`src/rtl/csa4_pkg.sv`:
```
package csa4_pkg;
  typedef enum logic {
    FINAL_RIPPLE    = 1'b0,
    FINAL_LOOKAHEAD = 1'b1
  } final_kind_e;

  localparam int unsigned LA_GROUP = 4;

  function automatic int unsigned group_count(input int unsigned width);
    return (width + LA_GROUP - 1) / LA_GROUP;
  endfunction
endpackage

```
`src/rtl/csa_fa_cell.sv`:
```
module csa_fa_cell (
  input  logic x,
  input  logic y,
  input  logic z,
  output logic s,
  output logic co
);
  logic hs0, hc0, hc1;

  // first half adder
  assign hs0 = x ^ y;
  assign hc0 = x & y;
  // second half adder
  assign s   = hs0 ^ z;
  assign hc1 = hs0 & z;
  assign co  = hc0 | hc1;
endmodule

```
`src/rtl/csa_level.sv`:
```
module csa_level #(
  parameter int unsigned N = 8
) (
  input  logic [N-1:0] x,
  input  logic [N-1:0] y,
  input  logic [N-1:0] z,
  output logic [N-1:0] psum,
  output logic [N:0]   pcar_sh
);
  // carry from cell i is given weight i+1; nothing chains inside the row
  assign pcar_sh[0] = 1'b0;

  for (genvar i = 0; i < N; i++) begin : g_cell
    csa_fa_cell cell_i (
      .x  (x[i]),
      .y  (y[i]),
      .z  (z[i]),
      .s  (psum[i]),
      .co (pcar_sh[i+1])
    );
  end
endmodule

```
`src/rtl/csa_cla_adder.sv`:
```
module csa_cla_adder #(
  parameter int unsigned N = 9
) (
  input  logic [N-1:0] a,
  input  logic [N-1:0] b,
  output logic [N-1:0] sum,
  output logic         cout
);
  import csa4_pkg::*;

  localparam int unsigned G  = LA_GROUP;
  localparam int unsigned NG = group_count(N);

  logic [N-1:0] gen, prp;
  logic [NG-1:0] grp_g, grp_p;
  logic [NG:0]   grp_c;

  assign gen = a & b;
  assign prp = a ^ b;

  // lower tier: group generate / propagate, missing top bits act as pass-through
  always_comb begin
    logic gacc, pacc;
    for (int k = 0; k < NG; k++) begin
      gacc = 1'b0;
      pacc = 1'b1;
      for (int j = 0; j < G; j++) begin
        if (k*G + j < N) begin
          gacc = gen[k*G+j] | (prp[k*G+j] & gacc);
          pacc = pacc & prp[k*G+j];
        end
      end
      grp_g[k] = gacc;
      grp_p[k] = pacc;
    end
  end

  // upper tier: each group carry as a flat sum of products, carry-in tied low
  always_comb begin
    logic acc, term;
    grp_c[0] = 1'b0;
    for (int k = 1; k <= NG; k++) begin
      acc = 1'b0;
      for (int j = 0; j < k; j++) begin
        term = grp_g[j];
        for (int m = j + 1; m < k; m++) term = term & grp_p[m];
        acc = acc | term;
      end
      grp_c[k] = acc;
    end
  end

  // inside each group: bit carries expanded from the group carry
  always_comb begin
    logic acc, term;
    int base;
    for (int i = 0; i < N; i++) begin
      base = (i / G) * G;
      acc  = grp_c[i/G];
      for (int j = base; j < i; j++) acc = acc & prp[j];
      for (int j = base; j < i; j++) begin
        term = gen[j];
        for (int m = j + 1; m < i; m++) term = term & prp[m];
        acc = acc | term;
      end
      sum[i] = prp[i] ^ acc;
    end
  end

  assign cout = grp_c[NG];
endmodule

```
`src/rtl/csa_rca_adder.sv`:
```
module csa_rca_adder #(
  parameter int unsigned N = 9
) (
  input  logic [N-1:0] a,
  input  logic [N-1:0] b,
  output logic [N-1:0] sum,
  output logic         cout
);
  logic [N:0] chain;

  assign chain[0] = 1'b0;

  for (genvar i = 0; i < N; i++) begin : g_bit
    csa_fa_cell cell_i (
      .x  (a[i]),
      .y  (b[i]),
      .z  (chain[i]),
      .s  (sum[i]),
      .co (chain[i+1])
    );
  end

  assign cout = chain[N];
endmodule

```
`src/rtl/csa4_adder.sv`:
```
module csa4_adder #(
  parameter int unsigned           W       = 8,
  parameter csa4_pkg::final_kind_e FINAL   = csa4_pkg::FINAL_LOOKAHEAD,
  parameter bit                    REG_OUT = 1'b1
) (
  input  logic         clk,
  input  logic         rst,
  input  logic [W-1:0] op_a,
  input  logic [W-1:0] op_b,
  input  logic [W-1:0] op_c,
  input  logic [W-1:0] op_d,
  output logic [W:0]   sum_o,
  output logic         cout_o
);
  import csa4_pkg::*;

  localparam int unsigned L2W = W + 1;   // width of the second level
  localparam int unsigned TW  = W + 2;   // width of the exact total

  logic [W-1:0]   s1;
  logic [W:0]     c1_sh;
  logic [L2W-1:0] s2;
  logic [L2W:0]   c2_sh;
  logic [W:0]     fin_sum;
  logic           fin_cout;
  logic [W:0]     tot_sum;
  logic           tot_cout;

  csa_level #(.N(W)) lvl1_i (
    .x       (op_a),
    .y       (op_b),
    .z       (op_c),
    .psum    (s1),
    .pcar_sh (c1_sh)
  );

  csa_level #(.N(L2W)) lvl2_i (
    .x       ({1'b0, s1}),
    .y       (c1_sh),
    .z       ({1'b0, op_d}),
    .psum    (s2),
    .pcar_sh (c2_sh)
  );

  if (FINAL == FINAL_LOOKAHEAD) begin : g_cla
    csa_cla_adder #(.N(L2W)) fin_i (
      .a    (s2),
      .b    (c2_sh[L2W-1:0]),
      .sum  (fin_sum),
      .cout (fin_cout)
    );
  end else begin : g_rca
    csa_rca_adder #(.N(L2W)) fin_i (
      .a    (s2),
      .b    (c2_sh[L2W-1:0]),
      .sum  (fin_sum),
      .cout (fin_cout)
    );
  end

  // top saved carry can never be set; folding it keeps every bit accounted
  assign tot_sum  = fin_sum;
  assign tot_cout = fin_cout | c2_sh[L2W];

  if (REG_OUT) begin : g_reg
    always_ff @(posedge clk) begin
      if (rst) begin
        sum_o  <= '0;
        cout_o <= 1'b0;
      end else begin
        sum_o  <= tot_sum;
        cout_o <= tot_cout;
      end
    end

    assert_latency_R5: assert property (@(posedge clk) disable iff (rst)
      !rst |=> {cout_o, sum_o} ==
               $past(TW'(op_a) + TW'(op_b) + TW'(op_c) + TW'(op_d)));

    assert_reset_R1: assert property (@(posedge clk)
      rst |=> (sum_o == '0) && !cout_o);
  end else begin : g_comb
    assign sum_o  = tot_sum;
    assign cout_o = tot_cout;
  end

  assert_level1_R2: assert property (@(posedge clk) disable iff (rst)
    TW'(s1) + TW'(c1_sh) == TW'(op_a) + TW'(op_b) + TW'(op_c));

  assert_level2_R3: assert property (@(posedge clk) disable iff (rst)
    TW'(s2) + TW'(c2_sh) == TW'(s1) + TW'(c1_sh) + TW'(op_d));

  assert_top_carry_zero_R3: assert property (@(posedge clk) disable iff (rst)
    c2_sh[L2W] == 1'b0);

  assert_final_R4: assert property (@(posedge clk) disable iff (rst)
    {fin_cout, fin_sum} == TW'(s2) + TW'(c2_sh[L2W-1:0]));
endmodule

```
`config.mk`:
```
export PLATFORM = sky130hd
export DESIGN_NAME = csa4_adder
export DESIGN_NICKNAME = d
export VERILOG_FILES = /design/src/rtl/csa4_pkg.sv /design/src/rtl/csa_fa_cell.sv /design/src/rtl/csa_level.sv /design/src/rtl/csa_cla_adder.sv /design/src/rtl/csa_rca_adder.sv /design/src/rtl/csa4_adder.sv
export SDC_FILE = /design/constraint.sdc
export NUM_CORES = 1
export LEC_CHECK = 0
export ABC_CLOCK_PERIOD_IN_PS = 7700
export BUFFER_PORTS_ARGS = -buffer_cell sky130_fd_sc_hd__buf_4
export CELL_PAD_IN_SITES_DETAIL_PLACEMENT = 1
export CELL_PAD_IN_SITES_GLOBAL_PLACEMENT = 1
export CORE_AREA = 2 2 45 68
export DETAILED_ROUTE_END_ITERATION = 10
export DIE_AREA = 0 0 47 70
export GPL_TIMING_DRIVEN = 1
export PLACE_DENSITY_LB_ADDON = 0.3
export SETUP_SLACK_MARGIN = 0.3
export SYNTH_ARGS = -nofsm -noshare
export SYNTH_HDL_FRONTEND = slang
export SYNTH_SLANG_ARGS = --single-unit
```
`constraint.sdc`:
```
create_clock -name clk -period 7.7 [get_ports clk]
set_input_delay 1.54 -clock clk [delete_from_list [all_inputs] [get_ports clk]]
set_output_delay 1.54 -clock clk [all_outputs]
set_load 0.03 [all_outputs]
```
### Yosys cells after proc, flatten, opt, wreduce, memory -nomap -nowiden

Cells that the tools add are included.

| cells by class | value |
|---|---|
| multiply operators | 0 |
| equal/unequal tests | 0 |
| shifts and indexed selects | 0 |
| add/sub/neg operators | 0 |
| multiplexer cells | 0 |
| bitwise logic cells | 123 |
| divide/modulo/power cells | 0 |
| reductions and logical operators | 0 |
| $lt $le $gt $ge | 0 |

Operator list:

| cell | number |
|---|---|
| bitwise AND 1 bit | 50 |
| XOR 1 bit | 39 |
| OR 1 bit | 32 |
| bitwise AND 9 bit | 1 |
| XOR 9 bit | 1 |

| word-level totals | value |
|---|---|
| bits in read-only memories | 0 |
| latch bits | 0 |
| memories | 0 |
| output and inout bits | 10 |
| word-level logic and storage cells | 125 |
| flip-flop bits (word level) | 10 |
| memory bits (writable) | 0 |

### Logic depth before layout (Yosys ltp)

Gate-level depths: netlist (run 1).

| logic depth | value |
|---|---|
| word-level depth | 20 |
| gate-level depth with buffers | 11 |
| mapped depth without buffers | 11 |

### Cells and area by module

Synthesis (run 1) repeated with hierarchy kept, for this count alone.

| unflattened totals | value |
|---|---|
| cells, all modules | 75 |
| area total of the unflattened synthesis | 987.2 sq um |

By module, submodules not included:

| module | area an instance (sq um) | cells an instance | instances |
|---|---|---|---|
| csa_fa_cell | 20.0 | 1 | 17 |
| csa_cla_adder | 331.6 | 33 | 1 |
| csa4_adder | 292.8 | 21 | 1 |
| csa_level | 11.3 | 2 | 2 |

### Worst setup path before layout (run 1)

Ideal clock, no wire load.

| path | value |
|---|---|
| path type | input-to-reg |
| from | input op_a[1] |
| to | register sum_o[6] |
| arrival | 4.291 ns |
| setup slack | 3.331 ns |
| stages | 11 |
| required time | 7.622 ns |
| library setup time | 0.078 ns |
| cells stage by stage | inv_1 fa_1 fa_1 inv_1 ha_1 fa_1 fa_1 ha_1 o21a_1 o21a_1 nor3_1 |

| between the ends | value |
|---|---|
| word-level cells in the longest chain between the ends | 16 |

Ends and longest elaborated chain:

| element | RTL line | text |
|---|---|---|
| from (decl) | csa4_adder.sv:8 | `input logic [W-1:0] op_a,` |
| XOR 1 bit | csa_fa_cell.sv:11 | `assign hs0 = x ^ y;` |
| XOR 1 bit | csa_fa_cell.sv:14 | `assign s = hs0 ^ z;` |
| XOR 1 bit | csa_fa_cell.sv:11 |  |
| XOR 1 bit | csa_fa_cell.sv:14 |  |
| XOR 9 bit | csa_cla_adder.sv:19 | `assign prp = a ^ b;` |
| bitwise AND 1 bit | csa_cla_adder.sv:29 | `gacc = gen[k*G+j] \| (prp[k*G+j] & gacc);` |
| OR 1 bit | csa_cla_adder.sv:29 |  |
| bitwise AND 1 bit | csa_cla_adder.sv:29 |  |
| OR 1 bit | csa_cla_adder.sv:29 |  |
| bitwise AND 1 bit | csa_cla_adder.sv:29 |  |
| OR 1 bit * | csa_cla_adder.sv:29 |  |
| bitwise AND 1 bit * (2 in series) | csa_cla_adder.sv:60 | `for (int j = base; j < i; j++) acc = acc & prp[j];` |
| OR 1 bit * (2 in series) | csa_cla_adder.sv:64 | `acc = acc \| term;` |
| XOR 1 bit * | csa_cla_adder.sv:66 | `sum[i] = prp[i] ^ acc;` |
| to (signal assigned) | csa4_adder.sv:71 | `sum_o <= tot_sum;` |
| to (decl) | csa4_adder.sv:12 | `output logic [W:0] sum_o,` |

Every way passes the cells marked *; elsewhere a longest branch is shown, timed or not.
A chain may end at the register's enable or synchronous reset.

### Worst setup path in the final report (run 1)

Same ends and word-level chain as after synthesis.

==> metrics.csv, run 1 <==
stage,metric,value,unit
power_and_ir_drop,p_sw_share,39.7,%
critical_path,cp-start-kind,primary input,
power_and_ir_drop,leakagePower,0.702,nW
synth,synth.area.mux_share,0,%
synth,async_flop_share,0,%
clock_tree,clk_path_buf_depth,2,
synth,ys_seq_area_share,20.7,%
synth,syn_inst,91,
global_routing,use_met1,13.1,%
floorplanning,io_pins,44,
global_routing,grtUsageMet3,2.33,%
drt,ant_nets,0,
floorplanning,dieArea,3290,sq um
power_and_ir_drop,p_clk_share,18.7,%
power_and_ir_drop,p_seq_share,22.2,%
clock_tree,cts_root_buf,clkbuf_8,
worst_hold_path,hold_path_depth,2,
synth,synthFlopType,dfxtp_1,
clock_tree,h-tree-depth,1,
critical_path,cp_slowest_stage_delay,510,ps
synth,synth_top_family_by_area,adder cells,
sta,timing.final.max_slew_violations,0,
power_and_ir_drop,p_comb_share,59.1,%
global_routing,grt_util_met2,30.6,%
clock_tree,tritoncts,done,
sta,hold_violations,0,
global_routing,grt_pass1_wl,3620,microns
synth,yosysTopAreaCell,fa_1,
synth,yosysMostFrequentCell,inv_1,
critical_path,cp_max_fo,3,
critical_path,path_depth,12,
floorplanning,fp.dieW,47,microns
synth,synth_nets,151,
placement,dp_hpwl,1940,microns
critical_path,crit_chain,buf_4 -> inv_1 -> fa_1 -> fa_1 -> inv_1 -> ha_1 -> fa_1 -> fa_1 -> ha_1 -> o21a_1 -> o21a_1 -> nor3_1,
drt,wl,2090,microns
global_routing,grt_util_all_layers,15.1,%
sta,period_share,56.1,%
power_and_ir_drop,intPower,0.000203,W
sta,grt_setup_unrepaired,false,
synth,synthAdderAreaFrac,47.6,%
drt,num_vias,806,
sta,relSlewSlack,70.5,%
sta,finalSetupViolCount,0,
sta,timing.final.ws_setup,3380,ps
floorplanning,num_rows,24,
cells_and_area,layout-drive-gt1-share,35.8,%
global_routing,grt.busiest_layer,met2,
synth,yosysWarningCount,0,
critical_path,crit_top_cell,fa_1,
drt,detail_route.iter0.violations,16,
synth,synthXorXnorAreaFrac,0.906,%
power_and_ir_drop,powerDensity,242,nW/um^2
clock_tree,path_clk_slew,50,ps
critical_path,crit_path_end_kind,register,
synth,synth_edf_count,0,
drt,first_pass_iters,2,
floorplanning,die_h,70,microns
drt,wl_per_cell,11.9,microns
clock_tree,numCtsBuffers,3,
synth,avgSynthCellArea,10.6,sq um
synth,synth_top_area_share,37.3,%
power_and_ir_drop,netSwitchingPower,0.000133,W
power_and_ir_drop,ir_worst_vdd,0.128,mV
synth,synthTopCellsByCount,"23 x inv_1, 18 x fa_1, 10 x dfxtp_1",
clock_tree,cts_resized,0,
synth,ys_top_cells_by_area,"fa_1 37%, dfxtp_1 21%, ha_1 10%",
cells_and_area,num_antenna_cells,0,
clock_tree,post-cts-setup-buffer-count,0,
clock_tree,ctsHoldBuffers,0,
flow_run,cap_violations,0,
clock_tree,cts_sinks,10,
sta,tns,0,ps
sta,worst_slew_pin_slew,438,ps
placement,place_worst_setup_slack,3110,ps
synth,yosys.area_share.simple,9.96,%
cells_and_area,nets,198,
critical_path,worst_path_max_delay_cell,fa_1,
drt,drc,0,
placement,gp_congestion,0.760,
global_routing,antenna_found_initial,0,
outcome,status,finished clean,
critical_path,worst-path-buf-inv,3,
synth,syn_area,967,sq um
critical_path,cp.arrival,4470,ps
placement,port_buffers,43,
synth,synth_cell_types,26,
global_routing,grt_max_degree,14,
sta,whs,1570,ps
floorplanning,core,2760,sq um
global_routing,grt_pass1_vias,914,
drt,viasPerCell,4.58,
sta,timing.final.crit_period,4320,ps
floorplanning,start_util,35.0,%
sta,max_freq,232,MHz
synth,synth_compound_area_share,11.5,%
cells_and_area,area_growth,43.7,%
synth,ys_ff_latch,10,
global_routing,grt_overflow_total,0,
critical_path,crit_family,adder cells,
critical_path,critical_path_class,primary input to register,
worst_hold_path,min_path_type,primary input to register,
critical_path,worstPathRequired,7850,ps
==> final timing paths <==
| kind | slack (ps) | startpoint | end |
|---|---|---|---|
| setup / recovery | 3380 | op_a[1] | sum_o[6] |
| hold / removal | 1570 | rst | sum_o[5] |
==> power by group through the flow <==
stage | registers, W | clock network [W] | logic [W]
global route | 0.0000757 | 0.0000666 | 0.000225
detailed placement | 0.0000758 | 0 | 0.000203
global placement | 0.0000755 | 0 | 0.000195
floorplan | 0.000112 | 0 | 0.0000960
CTS | 0.0000749 | 0.0000646 | 0.000203
finish | 0.0000745 | 0.0000629 | 0.000198
==> logic make-up after synthesis <==
| family | after synthesis |
|---|---|
| AND/OR/NAND/NOR | 16 |
| flip-flops | 10 |
| XOR/XNOR | 1 |
| adder cells (fa/ha/maj) | 26 |
| buffers and inverters | 24 |
| AO/OA/AOI/OAI | 14 |
==> cells in the final DEF, fill, tap and decap left out <==
master	n
nor3_1	2
or3b_2	1
o221a_1	1
o21bai_1	2
nand4_1	1
dfxtp_1	10
o21ai_0	1
nor2b_1	5
o211ai_1	2
nand3_1	2
clkbuf_8	4
or4_1	1
nand2_1	1
o21a_1	2
o2111ai_1	1
inv_1	23
and2b_1	1
nor3b_1	1
nor2_1	1
buf_4	43
fa_1	18
o41a_1	1
ha_1	8
a21o_1	1
xnor2_1	1
a21oi_1	2
a211oi_2	1
==> area by class of cell <==
class / instances / area (sq um)
clock buffer: 4 / 55.1
sequential: 10 / 200
inverter: 23 / 86.3
fill: 337 / 1370
tap: 39 / 48.8
multi-input combinational: 57 / 677
timing repair buffer: 43 / 323
==> flip-flops by register name (all words and copies together) (netlist names) <==
signal and count:
sum_o 9, cout_o 1
==> routing by layer <==
metal | share of wire, % | wire (microns)
met5 | 0 | 0
met4 | 0.57 | 12
met3 | 5.4 | 113
met2 | 63 | 1310
met1 | 31 | 650
==> stage by stage <==
stage | power, W | instance area (sq um) | instances | utilization [%]
finish | 0.000336 | 1390 | 176 | 50.3
global route | 0.000367 | 1390 | 176 | 50.3
CTS | 0.000342 | 1390 | 176 | 50.3
detailed placement | 0.000278 | 1340 | 172 | 48.3
global placement | 0.000270 | 1340 | 172 | 48.3
floorplan | 0.000208 | 967 | 91 | -
No activity file was read; power rests on OpenSTA's default activity.
==> run 2, diff against run 1 <==
--- a/config.mk
+++ b/config.mk
@@ -5,13 +5,13 @@
 export SDC_FILE = /design/constraint.sdc
 export NUM_CORES = 1
 export LEC_CHECK = 0
-export ABC_CLOCK_PERIOD_IN_PS = 7700
+export ABC_CLOCK_PERIOD_IN_PS = 3500
 export BUFFER_PORTS_ARGS = -buffer_cell sky130_fd_sc_hd__buf_4
 export CELL_PAD_IN_SITES_DETAIL_PLACEMENT = 1
 export CELL_PAD_IN_SITES_GLOBAL_PLACEMENT = 1
-export CORE_AREA = 2 2 45 68
+export CORE_AREA = 2 2 49 74
 export DETAILED_ROUTE_END_ITERATION = 10
-export DIE_AREA = 0 0 47 70
+export DIE_AREA = 0 0 51 76
 export GPL_TIMING_DRIVEN = 1
 export PLACE_DENSITY_LB_ADDON = 0.3
 export SETUP_SLACK_MARGIN = 0.3
==> constraint.sdc (replaced) <==
create_clock -name clk -period 3.5 [get_ports clk]
set_input_delay 0.7 -clock clk [delete_from_list [all_inputs] [get_ports clk]]
set_output_delay 0.7 -clock clk [all_outputs]
set_load 0.03 [all_outputs]
==> run 2 against run 1 <==
Compared with the run above:
- global-route usage decreased by 2.7 points
- setup slack got worse by 3100 ps
- clock power increased by 120%
- core utilization decreased by 6.4 points
- non-clock buffer count stayed put
- total power grew 130%
- via count increased by 1.1%
- critical path depth is the same
- wire length decreased by 4.4%
- largest cell class unchanged
- highest routed layer unchanged
==> metrics.csv, run 2 (synthesis results as in run 1) <==
stage,metric,value,unit,change
outcome,status,finished clean,,
sta,grt_setup_unrepaired,true,,
floorplanning,num_rows,26,,+8.3%
global_routing,grt_util_all_layers,12.4,%,-2.7 points
power_and_ir_drop,leakagePower,0.700,nW,-0.29%
global_routing,grt_overflow_total,0,,unchanged
critical_path,cp.arrival,3400,ps,-1070 ps
worst_hold_path,hp-start,rst,,
cells_and_area,num_antenna_cells,0,,unchanged
critical_path,worst_path_max_delay_cell,fa_1,,
clock_tree,h-tree-depth,1,,unchanged
placement,port_buffers,43,,unchanged
cells_and_area,final_common_cell,buf_4,,
clock_tree,cts_sinks,10,,unchanged
clock_tree,cts_root_buf,clkbuf_8,,
global_routing,grt_pass1_vias,946,,+3.5%
drt,num_vias,815,,+1.1%
critical_path,cp-start-kind,primary input,,
placement,dpl.cell_count,175,,+1.7%
placement,gp_congestion,0.663,,-13%
sta,worst_slew_pin_slew,412,ps,-25.3 ps
cells_and_area,largest_reg_flops,9,,unchanged
worst_hold_path,min_to,sum_o[0],,
floorplanning,io_pins,44,,unchanged
critical_path,worst-path-buf-inv,3,,unchanged
critical_path,critical_path_class,primary input to register,,
critical_path,cp_max_fo,3,,unchanged
critical_path,crit_family,adder cells,,
clock_tree,numCtsBuffers,3,,unchanged
cells_and_area,layout_common_cells,"41 x buf_4, 20 x inv_1, 15 x fa_1",,
cells_and_area,top_register,sum_o,,
sta,timing.final.crit_period,3230,ps,
placement,placed_area,1370,sq um,+2.5%
sta,relSlewSlack,72.2,%,+1.7 points
global_routing,antenna_found_initial,0,,unchanged
clock_tree,tritoncts,done,,
cells_and_area,layout-drive-gt1-share,43.1,%,+7.3 points
floorplanning,die_h,76,microns,+8.6%
cells_and_area,nets,198,,unchanged
placement,dp_hpwl,1860,microns,-3.8%
clock_tree,clk_path_buf_depth,2,,unchanged
cells_and_area,area_growth,49.0,%,
global_routing,grt_pass1_wl,3710,microns,+2.5%
sta,max_freq,309,MHz,
sta,timing.final.ws_setup,267,ps,-3120 ps
floorplanning,fp.dieW,51,microns,+8.5%
drt,wl_per_cell,11.2,microns,-6.0%
floorplanning,start_util,29.4,%,-5.6 points
power_and_ir_drop,power,0.000764,W,+130%
sta,timing.final.max_slew_violations,0,,unchanged
global_routing,grt_max_degree,14,,unchanged
worst_hold_path,hold_path_depth,2,,unchanged
critical_path,crit_chain,buf_6 -> inv_2 -> fa_1 -> fa_1 -> inv_1 -> ha_2 -> fa_2 -> fa_2 -> ha_4 -> o211ai_1 -> nand3_1 -> a21oi_1,,
critical_path,worstPathRequired,3660,ps,-4190 ps
drt,viasPerCell,4.55,,-0.58%
critical_path,crit_path_end_kind,register,,
power_and_ir_drop,ir_worst_vdd,0.229,mV,+80%
worst_hold_path,min_path_type,primary input to register,,
sta,period_share,92.4,%,
drt,drc,0,,unchanged
floorplanning,dieArea,3880,sq um,+18%
cells_and_area,reg_top3,"sum_o: 9 flops, cout_o: 1 flops",,
cells_and_area,design_area,1440,sq um,+3.7%
clock_tree,post-cts-setup-buffer-count,0,,unchanged
clock_tree,ctsHoldBuffers,0,,unchanged
drt,wl,2000,microns,-4.4%
sta,finalSetupViolCount,0,,unchanged
placement,place_worst_setup_slack,-40.3,ps,-3150 ps
flow_run,cap_violations,0,,unchanged
drt,detail_route.iter0.violations,3,,-13
clock_tree,path_clk_slew,50,ps,about the same
drt,ant_nets,0,,unchanged
cells_and_area,final_cells,179,,+1.7%
sta,tns,0,ps,unchanged
sta,hold_violations,0,,unchanged
critical_path,cp_slowest_stage_delay,490,ps,-20 ps
drt,first_pass_iters,2,,unchanged
floorplanning,core,3290,sq um,+19%
power_and_ir_drop,powerDensity,530,nW/um^2,+120%
-- run 2: worst max-delay path by stage --
stage                  from       end  cells past startpoint
floorplan           op_c[1]  sum_o[4]                      9
global placement    op_c[1]  sum_o[6]                     12
detailed placement  op_c[1]  sum_o[6]                     12
CTS                 op_c[1]  sum_o[6]                     12
global route        op_b[1]  sum_o[7]                     12
finish              op_b[1]  sum_o[7]                     12
-- run 2: layer usage --
metal | GRT usage, % | share of wire [%] | wire length, microns | vias up
met5 | 0 | 0 | 0 | -
met4 | 5.68 | 2.1 | 42 | 0
met3 | 1.96 | 6.6 | 132 | 4
met2 | 24.3 | 61 | 1220 | 33
met1 | 11.6 | 30 | 598 | 396
li1 | - | - | - | 382
-- run 2: repair_timing --
item	4_1_cts	5_1_grt
gates resized for setup	2	3
endpoints found under the setup margin	4	4
cloned	0	0
pin swaps	5	4
-- run 2: layout make-up --
class / instances / area [sq um]
inverter: 23 / 93.8
sequential: 10 / 200
fill: 399 / 1840
clock buffer: 4 / 55.1
multi-input combinational: 57 / 709
timing repair buffer: 43 / 330
tap: 42 / 52.6
-- run 2: through the flow --
stage | hold WS [ps] | util [%]
3_5_place_dp | 974 | 41.7
4_1_cts | 731 | 43.6
6_report | 736 | 43.9
5_1_grt | 745 | 43.9
2_1_floorplan | 917 | -
3_3_place_gp | 971 | 41.7
-- run 2: power by group --
group | total (W) | internal, W | switching (W)
registers | 0.000164 | 0.000154 | 0.0000104
clock network | 0.000140 | 0.0000986 | 0.0000419
logic | 0.000459 | 0.000203 | 0.000255
total | 0.000764 | 0.000456 | 0.000308
==> run 3, diff against run 2 <==
--- a/config.mk
+++ b/config.mk
@@ -15,6 +15,8 @@
 export GPL_TIMING_DRIVEN = 1
 export PLACE_DENSITY_LB_ADDON = 0.3
 export SETUP_SLACK_MARGIN = 0.3
+export SKIP_LAST_GASP = 1
 export SYNTH_ARGS = -nofsm -noshare
 export SYNTH_HDL_FRONTEND = slang
+export SYNTH_HIERARCHICAL = 1
 export SYNTH_SLANG_ARGS = --single-unit
==> constraint.sdc (replaced) <==
create_clock -name clk -period 3.5 [get_ports clk]
set_input_delay 0.7 -clock clk [delete_from_list [all_inputs] [get_ports clk]]
set_output_delay 0.7 -clock clk [all_outputs]
set_load 0.05 [all_outputs]
==> run 3 against run 2 <==
Compared with the run above:
- setup slack got worse by 260 ps
- maximum frequency shrank 7.3%
- critical path type unchanged
- via count fell by 11%
- first-iteration DRC count decreased by 33%
- synthesized area increased by 2.1%
- critical path depth did not move
- sequential share of layout area is 0.14 points lower
- wire length fell by 5.2%
- global-route usage is 2.1 points lower
- synthesized cell count is 18% lower
- critical endpoint unchanged
==> metrics.csv, run 3 <==
stage,metric,value,unit,change
drt,first_pass_iters,2,,unchanged
sta,finalSetupViolCount,0,,unchanged
flow_run,cap_violations,0,,unchanged
sta,timing.final.crit_period,3490,ps,+256 ps
cells_and_area,multi_input_area,800,sq um,+13%
critical_path,worstPathRequired,3620,ps,-40 ps
placement,port_buffers,43,,unchanged
synth,synthFlopType,dfxtp_1,,
floorplanning,core,3290,sq um,unchanged
floorplanning,die_h,76,microns,unchanged
sta,max_freq,287,MHz,-7.3%
synth,synth_cell_types,20,,-23%
placement,gp_congestion,0.680,,+2.6%
power_and_ir_drop,p_comb_share,65.7,%,+5.6 points
floorplanning,start_util,30.0,%,+0.61 points
power_and_ir_drop,p_clk_share,15.5,%,-2.9 points
power_and_ir_drop,p_seq_share,18.9,%,-2.6 points
sta,period_share,99.7,%,+7.3 points
synth,avgSynthCellArea,13.2,sq um,+24%
clock_tree,cts_root_buf,clkbuf_8,,
clock_tree,path_clk_slew,50,ps,about the same
synth,ys_seq_area_share,20.3,%,-0.42 points
sta,timing.final.max_slew_violations,0,,unchanged
clock_tree,cts_sinks,10,,unchanged
cells_and_area,num_antenna_cells,0,,unchanged
synth,async_flop_share,0,%,unchanged
synth,ys_top_cells_by_area,"fa_1 41%, dfxtp_1 20%, ha_1 14%",,
cells_and_area,layout-drive-gt1-share,56.1,%,+13 points
power_and_ir_drop,ir_worst_vdd,0.320,mV,+39%
drt,num_vias,728,,-11%
drt,detail_route.iter0.violations,2,,-1
critical_path,cp_max_fo,2,,-1
cells_and_area,layout_common_cells,"43 x buf_4, 16 x fa_1, 10 x dfxtp_1, 10 x ha_1, 9 x and2b_2",,
global_routing,grt_util_all_layers,10.2,%,-2.1 points
synth,yosysTopAreaCell,fa_1,,
worst_hold_path,min_path_type,primary input to register,,
cells_and_area,largest_reg_flops,9,,unchanged
critical_path,critical_path_class,primary input to register,,
cells_and_area,regArea,200,sq um,unchanged
synth,synthTopCellsByCount,"20 x fa_1, 11 x ha_1, 10 x dfxtp_1",,
floorplanning,fp.dieW,51,microns,unchanged
drt,drc,0,,unchanged
power_and_ir_drop,leakagePower,0.681,nW,-2.8%
sta,grt_setup_unrepaired,true,,
drt,ant_nets,0,,unchanged
clock_tree,ctsHoldBuffers,0,,unchanged
synth,synth_top_area_share,40.6,%,+3.3 points
drt,wl_per_cell,11.5,microns,+2.8%
floorplanning,num_rows,26,,unchanged
global_routing,antenna_found_initial,0,,unchanged
synth,syn_area,987,sq um,+2.1%
synth,yosysMostFrequentCell,fa_1,,
cells_and_area,design_area,1460,sq um,+1.0%
drt,wl,1890,microns,-5.2%
drt,viasPerCell,4.41,,-3.1%
global_routing,grt_pass1_vias,804,,-15%
placement,dp_hpwl,1780,microns,-4.4%
cells_and_area,top_register,sum_o,,
synth,syn_inst,75,,-18%
clock_tree,tritoncts,done,,
cells_and_area,num-fill-cells,370,,-7.3%
power_and_ir_drop,intPower,0.000514,W,+13%
sta,whs,801,ps,+65.1 ps
sta,hold_violations,0,,unchanged
critical_path,cp-start-kind,primary input,,
clock_tree,clk_path_buf_depth,2,,unchanged
global_routing,grt_max_degree,11,,-3
critical_path,cp.arrival,3610,ps,+210 ps
cells_and_area,reg_top3,"sum_o: 9 flops, cout_o: 1 flops",,
power_and_ir_drop,netSwitchingPower,0.000388,W,+26%
global_routing,grt_overflow_total,0,,unchanged
power_and_ir_drop,powerDensity,620,nW/um^2,+17%
cells_and_area,final_common_cell,buf_4,,
floorplanning,io_pins,44,,unchanged
sta,tns,0,ps,unchanged
global_routing,grt_pass1_wl,3050,microns,-18%
power_and_ir_drop,p_sw_share,43.0,%,+2.7 points
synth,synth_edf_count,0,,unchanged
critical_path,crit_path_end_kind,register,,
synth,ys_ff_latch,10,,unchanged
cells_and_area,nets,189,,-4.5%
synth,yosysWarningCount,6,,+6
clock_tree,h-tree-depth,1,,unchanged
outcome,status,finished clean,,
clock_tree,numCtsBuffers,3,,unchanged
placement,placed_area,1370,sq um,-0.18%
floorplanning,dieArea,3880,sq um,unchanged
cells_and_area,area_growth,47.5,%,
-- run 3: changes by cell type after synthesis, sizes merged, moves of 2 or more --
cell / previous run / this run
o211ai: 2 / 0
conb: 0 / 3
and2b: 1 / 9
xnor2: 1 / 3
ha: 8 / 11
buf: 0 / 2
inv: 23 / 1
nor2: 1 / 3
fa: 18 / 20
nor2b: 5 / 0
-- run 3: path summary, 6_finish.rpt --
kind / from / to / slack [ps] / cells after the start
setup / recovery: op_a[1] / sum_o[7] / 10 / 12
hold / removal: rst / cout_o / 800 / 2
-- run 3: metal layers --
layer | wire, microns | GRT usage (%)
met1 | 505 | 8.81
met2 | 1280 | 21.6
met3 | 87 | 1.76
met4 | 19 | 3.24
met5 | 0 | 0
-- run 3: logic make-up after synthesis --
kind of cell               after synthesis  share of synthesized area [%]
other                                    3                           1.14
xor gates and xnor gates                 4                           3.55
adders and majority gates               31                           54.5
buffers and inverters                    3                           1.90
and+or+nand+nor                         16                           11.4
AOI/OAI and AO/OA                        8                           7.22
DFF                                     10                           20.3
-- run 3: area by class of cell --
class	instances	area share [%]
multi-input cells	63	54.9
well taps	42	3.61
clock buffers	4	3.78
flip-flops and latches	10	13.7
repair buffers	45	23.7
inverters	1	0.258
-- run 3: through the flow --
step	total power (W)	utilization, %	setup slack, ps	instances
CTS	0.000898	43.6	53.1	164
floorplan	0.000573	-	-45.6	76
detailed placement	0.000748	41.6	-236	160
global route	0.000974	44.3	-62.4	165
global placement	0.000734	41.6	-196	160
finish	0.000902	44.3	10.6	165
-- run 3: what timing repair did --
action	CTS	global route
setup endpoints to repair	6	6
pin swaps	3	3
setup buffers	0	1
cloned	0	0
gates resized for setup	4	4
-- run 3: power groups by stage --
stage	Sequential, W	Clock, W	Combinational [W]
3_5_place_dp	0.000173	0	0.000575
2_1_floorplan	0.000327	0	0.000246
6_report	0.000170	0.000139	0.000593
3_3_place_gp	0.000171	0	0.000563
4_1_cts	0.000171	0.000144	0.000583
5_1_grt	0.000174	0.000151	0.000650
-- run 3: worst max-delay path, stage by stage --
cell	delay, ps
buf_6	90
fa_1	550
fa_1	460
fa_2	360
fa_2	330
a21o_1	180
ha_2	160
o21a_1	190
o21a_1	200
nor2_2	110
xnor2_1	70
and2b_2	180
